**src/rtl/bwm_pkg.sv**
```systemverilog
package bwm_pkg;
  localparam int ADDR_W  = 3;
  localparam int ST_W    = 2;
  localparam int ST_HIT  = 0;
  localparam int ST_OVF  = 1;
  localparam int THR_LSB = 16;
  localparam int THR_W   = 5;

  typedef enum logic [ADDR_W-1:0] {
    OFS_CTRL  = 3'd0,
    OFS_ZERO  = 3'd1,
    OFS_COUNT = 3'd2,
    OFS_LIMIT = 3'd3,
    OFS_IMASK = 3'd4,
    OFS_STAT  = 3'd5,
    OFS_SCLR  = 3'd6
  } ofs_e;
endpackage

```
**src/rtl/bwm_regfile.sv**
```systemverilog
module bwm_regfile
  import bwm_pkg::*;
#(
  parameter int DATA_W = 32,
  parameter int CNT_W  = 32
) (
  input  logic              clk,
  input  logic              rst,
  input  logic              wr,
  input  logic              rd,
  input  logic [ADDR_W-1:0] addr,
  input  logic [DATA_W-1:0] wdata,
  input  logic [CNT_W-1:0]  count,
  input  logic [ST_W-1:0]   status,
  output logic              run,
  output logic [THR_W-1:0]  throttle,
  output logic [CNT_W-1:0]  limit,
  output logic [ST_W-1:0]   imask,
  output logic              zero_req,
  output logic [ST_W-1:0]   stat_clr,
  output logic [DATA_W-1:0] rdata
);
  logic              run_q;
  logic [THR_W-1:0]  thr_q;
  logic [CNT_W-1:0]  lim_q;
  logic [ST_W-1:0]   msk_q;
  logic [DATA_W-1:0] rd_q;
  logic [DATA_W-1:0] rd_mux;

  logic hit_ctrl, hit_lim, hit_msk;
  assign hit_ctrl = wr && (addr == OFS_CTRL);
  assign hit_lim  = wr && (addr == OFS_LIMIT);
  assign hit_msk  = wr && (addr == OFS_IMASK);

  always_ff @(posedge clk) begin
    if (rst) begin
      run_q <= 1'b0;
      thr_q <= '0;
      lim_q <= '0;
      msk_q <= '0;
      rd_q  <= '0;
    end else begin
      if (hit_ctrl) begin
        run_q <= wdata[0];
        thr_q <= wdata[THR_LSB +: THR_W];
      end
      if (hit_lim) lim_q <= wdata[CNT_W-1:0];
      if (hit_msk) msk_q <= wdata[ST_W-1:0];
      rd_q <= rd ? rd_mux : '0;
    end
  end

  always_comb begin
    rd_mux = '0;
    case (addr)
      OFS_CTRL: begin
        rd_mux[0] = run_q;
        rd_mux[THR_LSB +: THR_W] = thr_q;
      end
      OFS_COUNT: rd_mux[CNT_W-1:0] = count;
      OFS_LIMIT: rd_mux[CNT_W-1:0] = lim_q;
      OFS_IMASK: rd_mux[ST_W-1:0]  = msk_q;
      OFS_STAT:  rd_mux[ST_W-1:0]  = status;
      default:   rd_mux = '0;
    endcase
  end

  assign zero_req = wr && (addr == OFS_ZERO) && wdata[0];
  assign stat_clr = (wr && (addr == OFS_SCLR)) ? wdata[ST_W-1:0] : '0;
  assign run      = run_q;
  assign throttle = thr_q;
  assign limit    = lim_q;
  assign imask    = msk_q;
  assign rdata    = rd_q;

  // the run bit follows bit 0 of a control write
  a_r4_run_follows: assert property (@(posedge clk) disable iff (rst)
    hit_ctrl |=> run == $past(wdata[0]));
  // no read strobe means zero read data
  a_r10_idle_zero: assert property (@(posedge clk) disable iff (rst)
    !rd |=> rdata == '0);
endmodule

```
**src/rtl/bwm_counter.sv**
```systemverilog
module bwm_counter #(
  parameter int CNT_W     = 32,
  parameter int BEAT_W    = 8,
  parameter bit WRAP_MODE = 1'b0
) (
  input  logic              clk,
  input  logic              rst,
  input  logic              run,
  input  logic              beat_v,
  input  logic [BEAT_W-1:0] beat_bytes,
  input  logic [CNT_W-1:0]  limit,
  input  logic              zero_req,
  output logic [CNT_W-1:0]  count,
  output logic              hit_evt,
  output logic              ovf_evt
);
  localparam int SUM_W = CNT_W + 1;

  logic [CNT_W-1:0] cnt_q;
  logic [CNT_W-1:0] cnt_nxt;
  logic [SUM_W-1:0] sum;
  logic [SUM_W-1:0] lim_x;
  logic [SUM_W-1:0] rem;
  logic             adv;

  assign lim_x = {1'b0, limit};
  assign sum   = {1'b0, cnt_q} + {{(SUM_W-BEAT_W){1'b0}}, beat_bytes};
  assign rem   = sum - lim_x;
  assign adv   = run && beat_v && !zero_req;

  generate
    if (WRAP_MODE) begin : g_wrap
      assign hit_evt = adv && (limit != '0) && (sum >= lim_x);
      assign ovf_evt = adv && !hit_evt && sum[CNT_W];
      assign cnt_nxt = hit_evt ? rem[CNT_W-1:0] : sum[CNT_W-1:0];
    end else begin : g_roll
      assign hit_evt = adv && ({1'b0, cnt_q} < lim_x) && (sum >= lim_x);
      assign ovf_evt = adv && sum[CNT_W];
      assign cnt_nxt = sum[CNT_W-1:0];
    end
  endgenerate

  always_ff @(posedge clk) begin
    if (rst)           cnt_q <= '0;
    else if (zero_req) cnt_q <= '0;
    else if (adv)      cnt_q <= cnt_nxt;
  end

  assign count = cnt_q;

  // a zero command empties the count on the next cycle
  a_r3_zeroed: assert property (@(posedge clk) disable iff (rst)
    zero_req |=> count == '0);
  // no accepted beat and no zero command keeps the count
  a_r2_hold: assert property (@(posedge clk) disable iff (rst)
    (!zero_req && !(run && beat_v)) |=> $stable(count));
  // a plain beat adds its bytes
  a_r2_add: assert property (@(posedge clk) disable iff (rst)
    (adv && !hit_evt && !ovf_evt) |=>
      count == $past(cnt_q) + {{(CNT_W-BEAT_W){1'b0}}, $past(beat_bytes)});
endmodule

```
**src/rtl/bwm_irq.sv**
```systemverilog
module bwm_irq
  import bwm_pkg::*;
(
  input  logic            clk,
  input  logic            rst,
  input  logic [ST_W-1:0] set_vec,
  input  logic [ST_W-1:0] clr_vec,
  input  logic [ST_W-1:0] imask,
  output logic [ST_W-1:0] status,
  output logic            irq
);
  logic [ST_W-1:0] st_q;

  always_ff @(posedge clk) begin
    if (rst) st_q <= '0;
    else     st_q <= (st_q & ~clr_vec) | set_vec;
  end

  assign status = st_q;
  assign irq    = |(st_q & imask);

  generate
    for (genvar i = 0; i < ST_W; i++) begin : g_chk
      // a set bit stays set unless cleared
      a_r8_sticky: assert property (@(posedge clk) disable iff (rst)
        (st_q[i] && !clr_vec[i]) |=> st_q[i]);
      // an event wins over a clear in the same cycle
      a_r8_set_wins: assert property (@(posedge clk) disable iff (rst)
        set_vec[i] |=> st_q[i]);
    end
  endgenerate
endmodule

```
**src/rtl/bw_byte_meter.sv**
```systemverilog
module bw_byte_meter
  import bwm_pkg::*;
#(
  parameter int DATA_W    = 32,
  parameter int CNT_W     = 32,
  parameter int BEAT_W    = 8,
  parameter bit WRAP_MODE = 1'b0
) (
  input  logic              clk,
  input  logic              rst,
  input  logic              beat_valid,
  input  logic [BEAT_W-1:0] beat_bytes,
  input  logic              reg_wr,
  input  logic              reg_rd,
  input  logic [2:0]        reg_addr,
  input  logic [DATA_W-1:0] reg_wdata,
  output logic [DATA_W-1:0] reg_rdata,
  output logic [4:0]        throttle_adj,
  output logic              irq
);
  logic              run;
  logic [CNT_W-1:0]  limit;
  logic [CNT_W-1:0]  count;
  logic [ST_W-1:0]   imask;
  logic [ST_W-1:0]   status;
  logic [ST_W-1:0]   stat_clr;
  logic [ST_W-1:0]   set_vec;
  logic              zero_req;
  logic              hit_evt;
  logic              ovf_evt;

  bwm_regfile #(.DATA_W(DATA_W), .CNT_W(CNT_W)) u_regs (
    .clk      (clk),
    .rst      (rst),
    .wr       (reg_wr),
    .rd       (reg_rd),
    .addr     (reg_addr),
    .wdata    (reg_wdata),
    .count    (count),
    .status   (status),
    .run      (run),
    .throttle (throttle_adj),
    .limit    (limit),
    .imask    (imask),
    .zero_req (zero_req),
    .stat_clr (stat_clr),
    .rdata    (reg_rdata)
  );

  bwm_counter #(.CNT_W(CNT_W), .BEAT_W(BEAT_W), .WRAP_MODE(WRAP_MODE)) u_cnt (
    .clk        (clk),
    .rst        (rst),
    .run        (run),
    .beat_v     (beat_valid),
    .beat_bytes (beat_bytes),
    .limit      (limit),
    .zero_req   (zero_req),
    .count      (count),
    .hit_evt    (hit_evt),
    .ovf_evt    (ovf_evt)
  );

  always_comb begin
    set_vec         = '0;
    set_vec[ST_HIT] = hit_evt;
    set_vec[ST_OVF] = ovf_evt;
  end

  bwm_irq u_irq (
    .clk     (clk),
    .rst     (rst),
    .set_vec (set_vec),
    .clr_vec (stat_clr),
    .imask   (imask),
    .status  (status),
    .irq     (irq)
  );

  // an overflow event in rolling style always sets status bit 1
  a_r6_ovf_flag: assert property (@(posedge clk) disable iff (rst)
    (ovf_evt && !WRAP_MODE) |=> status[ST_OVF]);
  // a restart in wrapping style leaves less than one limit in the count
  a_r7_wrap_rem: assert property (@(posedge clk) disable iff (rst)
    (WRAP_MODE && hit_evt && ({1'b0, count} + beat_bytes < 2 * {1'b0, limit}))
      |=> count < $past(limit));
endmodule

```
**config.mk**
```make
export PLATFORM = sky130hd
export DESIGN_NAME = bw_byte_meter
export DESIGN_NICKNAME = d
export VERILOG_FILES = /design/src/rtl/bwm_pkg.sv /design/src/rtl/bwm_regfile.sv /design/src/rtl/bwm_counter.sv /design/src/rtl/bwm_irq.sv /design/src/rtl/bw_byte_meter.sv
export SDC_FILE = /design/constraint.sdc
export NUM_CORES = 1
export LEC_CHECK = 0
export BUFFER_PORTS_ARGS = -buffer_cell sky130_fd_sc_hd__buf_2
export CAP_MARGIN = 20
export CORE_MARGIN = 2
export CORE_UTILIZATION = 50
export DETAILED_ROUTE_END_ITERATION = 7
export HOLD_SLACK_MARGIN = 0.05
export PLACE_DENSITY = 0.71
export SLEW_MARGIN = 25
export SYNTH_ARGS = -nofsm -noshare
export SYNTH_HDL_FRONTEND = slang
export SYNTH_HIERARCHICAL = 1
export SYNTH_SLANG_ARGS = --single-unit
```
**constraint.sdc**
```tcl
create_clock -name clk -period 7.06 [get_ports clk]
set_input_delay 0 -clock clk [delete_from_list [all_inputs] [get_ports clk]]
set_output_delay 0 -clock clk [all_outputs]
set_load 0.01 [all_outputs]
```
==> results.txt <==
status = finished clean
Ys Warns = 6
chip width = 117.3 microns
footprint of the multi-input gates = 3940 sq um
nets@finish = 989
Crit path largest cell delay = 860 ps
Synth Instances = 774
Root Driver = clkbuf_16
IO buf count = 85
I/O pins = 86
clk buf depth = 2
Sink Count = 106
DR vias = 5875
post-synthesis cell area = 6419 sq um
worst-path fanout max = 12
area grow syn2layout = 17.04%
first-pass GRT wire length = 28100 microns
final total power = 1.217 mW
row count = 41
setup bufs post-CTS = 0
Unique masters post-synth = 59
Post-Layout Cell Count = 1046
Peak VDD IR = 109.6 uV
Crit path max-delay family = compound AO/OA/AOI/OAI gates
Main synth FF type = dfxtp_1
Worst Skew = 6.374 ps
Die Area = 13760 sq um
Starting Density = 51.07%
initial drt markers = 442
critical path required time = 7340 ps
Setup WS pre-CTS = 2849 ps
max frequency = 231.6 MHz
Slew HR = 35.54%
routed vias/inst = 5.617
commonest non-fill, non-tap cell in the layout = dfxtp_1
Sequential Area = 2122 sq um
Slew Viols, Final = 0
#FFs+latches synth = 106
Clk pin slew, worst setup/hold paths = 70 ps
final instance area = 7512 sq um
most frequent cells in the layout = dfxtp_1, nand2_1, buf_2, nor2_1, ha_1
vias in the first global route = 5768
antenna violations before repair = 0
Routed WL = 17200 microns
core area = 12570 sq um
CTS tree = done
Post-Syn Area per Cell = 8.293 sq um
hpwl dp = 12280 microns
largest net degree at the start of global routing = 46
Pwr Density = 162.0 nW/um^2
Placed Cells = 998
wire per inst = 16.44 microns
Hold WC Path Type = in -> reg
clk_lat worst skew = 360 ps
Ant. Diodes = 0
setup violators final = 0
fin crit share = 61.15%
ys async rst share = 0%
TNS Setup = 0 ps
worst-margin pin slew = 965.2 ps
filler cell count = 1139
max_cap viols = 0
Critical Path End Type = register
Worst Path Buf+Inv = 1
Leakage = 3.100 nW
min Tclk post-route = 4317 ps
worst hold slack = 71.28 ps
# DRC = 0
critical path type = reg -> reg
count of flip-flops with a built-in enable after synthesis = 0
Final Hold Viols = 0
total congestion overflow = 0
Seq/Total Area, Yosys = 33.06%
share of cells above drive strength 1 = 14.87%
setup ws final = 2743 ps
arrival time of the worst setup path = 4600 ps
All-Layer GR Usage = 25.11%
Routed Antenna Nets = 0
Pre-antenna DRT Iters = 5
dpl cell area = 6902 sq um
slowest CP cell = a211oi_2
H-tree Lvls = 3
RSZ-0062 raised after global routing = no
fin util = 59.77%
Worst setup SP type = register
crit path cell chain = ha_1 -> a21o_1 -> nand4_1 -> a211oi_2 -> or2_2 -> nand3_1 -> xnor2_1 -> ha_1 -> nand4_1 -> nor4_1 -> nand2_1 -> o311a_1 -> a211oi_1 -> inv_1 -> a21oi_1
DIE HEIGHT = 117.3 microns
routability cong. = 0.9237
Syn Nets = 894
TritonCTS Buffers = 9
## sequential cells by signal, summed over array words and instances (netlist names)
signal / count
u_cnt/count: 32
u_regs/limit: 32
u_regs/rdata: 32
u_regs/throttle: 5
u_irq/status: 2
u_regs/imask: 2
u_regs/run: 1
## logic make-up after synthesis
| kind of cell | share of synthesized area, % |
|---|---|
| DFF | 33.06 |
| muxes | 2.476 |
| buffers and inverters | 5.653 |
| xor gates and xnor gates | 6.686 |
| and+or+nand+nor | 21.35 |
| AOI/OAI and AO/OA | 16.63 |
| adders and majority gates | 14.15 |
## power breakdown
part / internal (mW) / switching, mW
combinational: 0.0509 / 0.0680
sequential: 0.603 / 0.00458
clock: 0.260 / 0.231
## area by class of cell
cell class	count	share of cell area (%)
Multi-Input combinational cell	587	52.45
Sequential cell	106	28.25
Timing Repair Buffer	122	10.43
Clock buffer	11	3.364
Tap cell	172	2.865
Inverter	43	2.149
Clock inverter	5	0.4997
## final timing paths
kind                                      start  slack, ps                             to  depth (start not counted)
setup / recovery    u_cnt/count[1]$_SDFFE_PP0P_       2740     u_irq/status[0]$_SDFF_PP0_                         15
hold / removal                    beat_bytes[0]         70    u_cnt/count[0]$_SDFFE_PP0P_                          4
setup reg to reg    u_cnt/count[1]$_SDFFE_PP0P_       2740     u_irq/status[0]$_SDFF_PP0_                         15
hold reg to reg   u_regs/limit[17]$_SDFFE_PP0P_        470  u_regs/limit[17]$_SDFFE_PP0P_                          2
## worst min-delay path: cells and delay by family
kind	cells	cell delay, ps
adders and majority gates	1	140
and+or+nand+nor	1	50
buffers and inverters	1	90
AOI/OAI and AO/OA	1	110
## routing by layer
metal	part of all wire, %	up-vias	GRT usage [%]
li1	-	2898	-
met1	46	2765	33.51
met2	45	181	40.24
met3	5.8	31	4.329
met4	2.7	0	10.47
met5	0	-	0
## synth_stat cells (3+ instances only)
cell type    n  area (sq um)
buf_6        4         45.04
or2_2        3         18.77
and4_1       4         35.03
mux2_2       7         78.83
and2_1       6         37.54
nand4_1     18         112.6
nand3_1     22         110.1
ha_1        71         888.4
nor3_1       4         20.02
o21ai_0     16         80.08
xor2_1      22         192.7
nand2_1    101         379.1
dfxtp_1    106          2122
xnor2_1     27         236.5
o211ai_1    10         75.07
nor4_1       3         18.77
a22oi_1     32         240.2
inv_1       43         161.4
nor2_1      82         307.8
a21oi_1     70         350.3
clkbuf_1    18         67.56
and3_1      10         62.56
a21o_1      12         90.09
or3_1        7         43.79
a211oi_1     6         45.04
buf_2       12         60.06
nand2b_1     8         50.05
nor2b_1      3         18.77
mux2i_1      8         80.08
## timing repair
action,in CTS,in global routing
endpoints found under the hold margin,40,0
hold buffers,32,0
gates resized for setup,0,0
No activity file was read; power rests on OpenSTA's default activity.
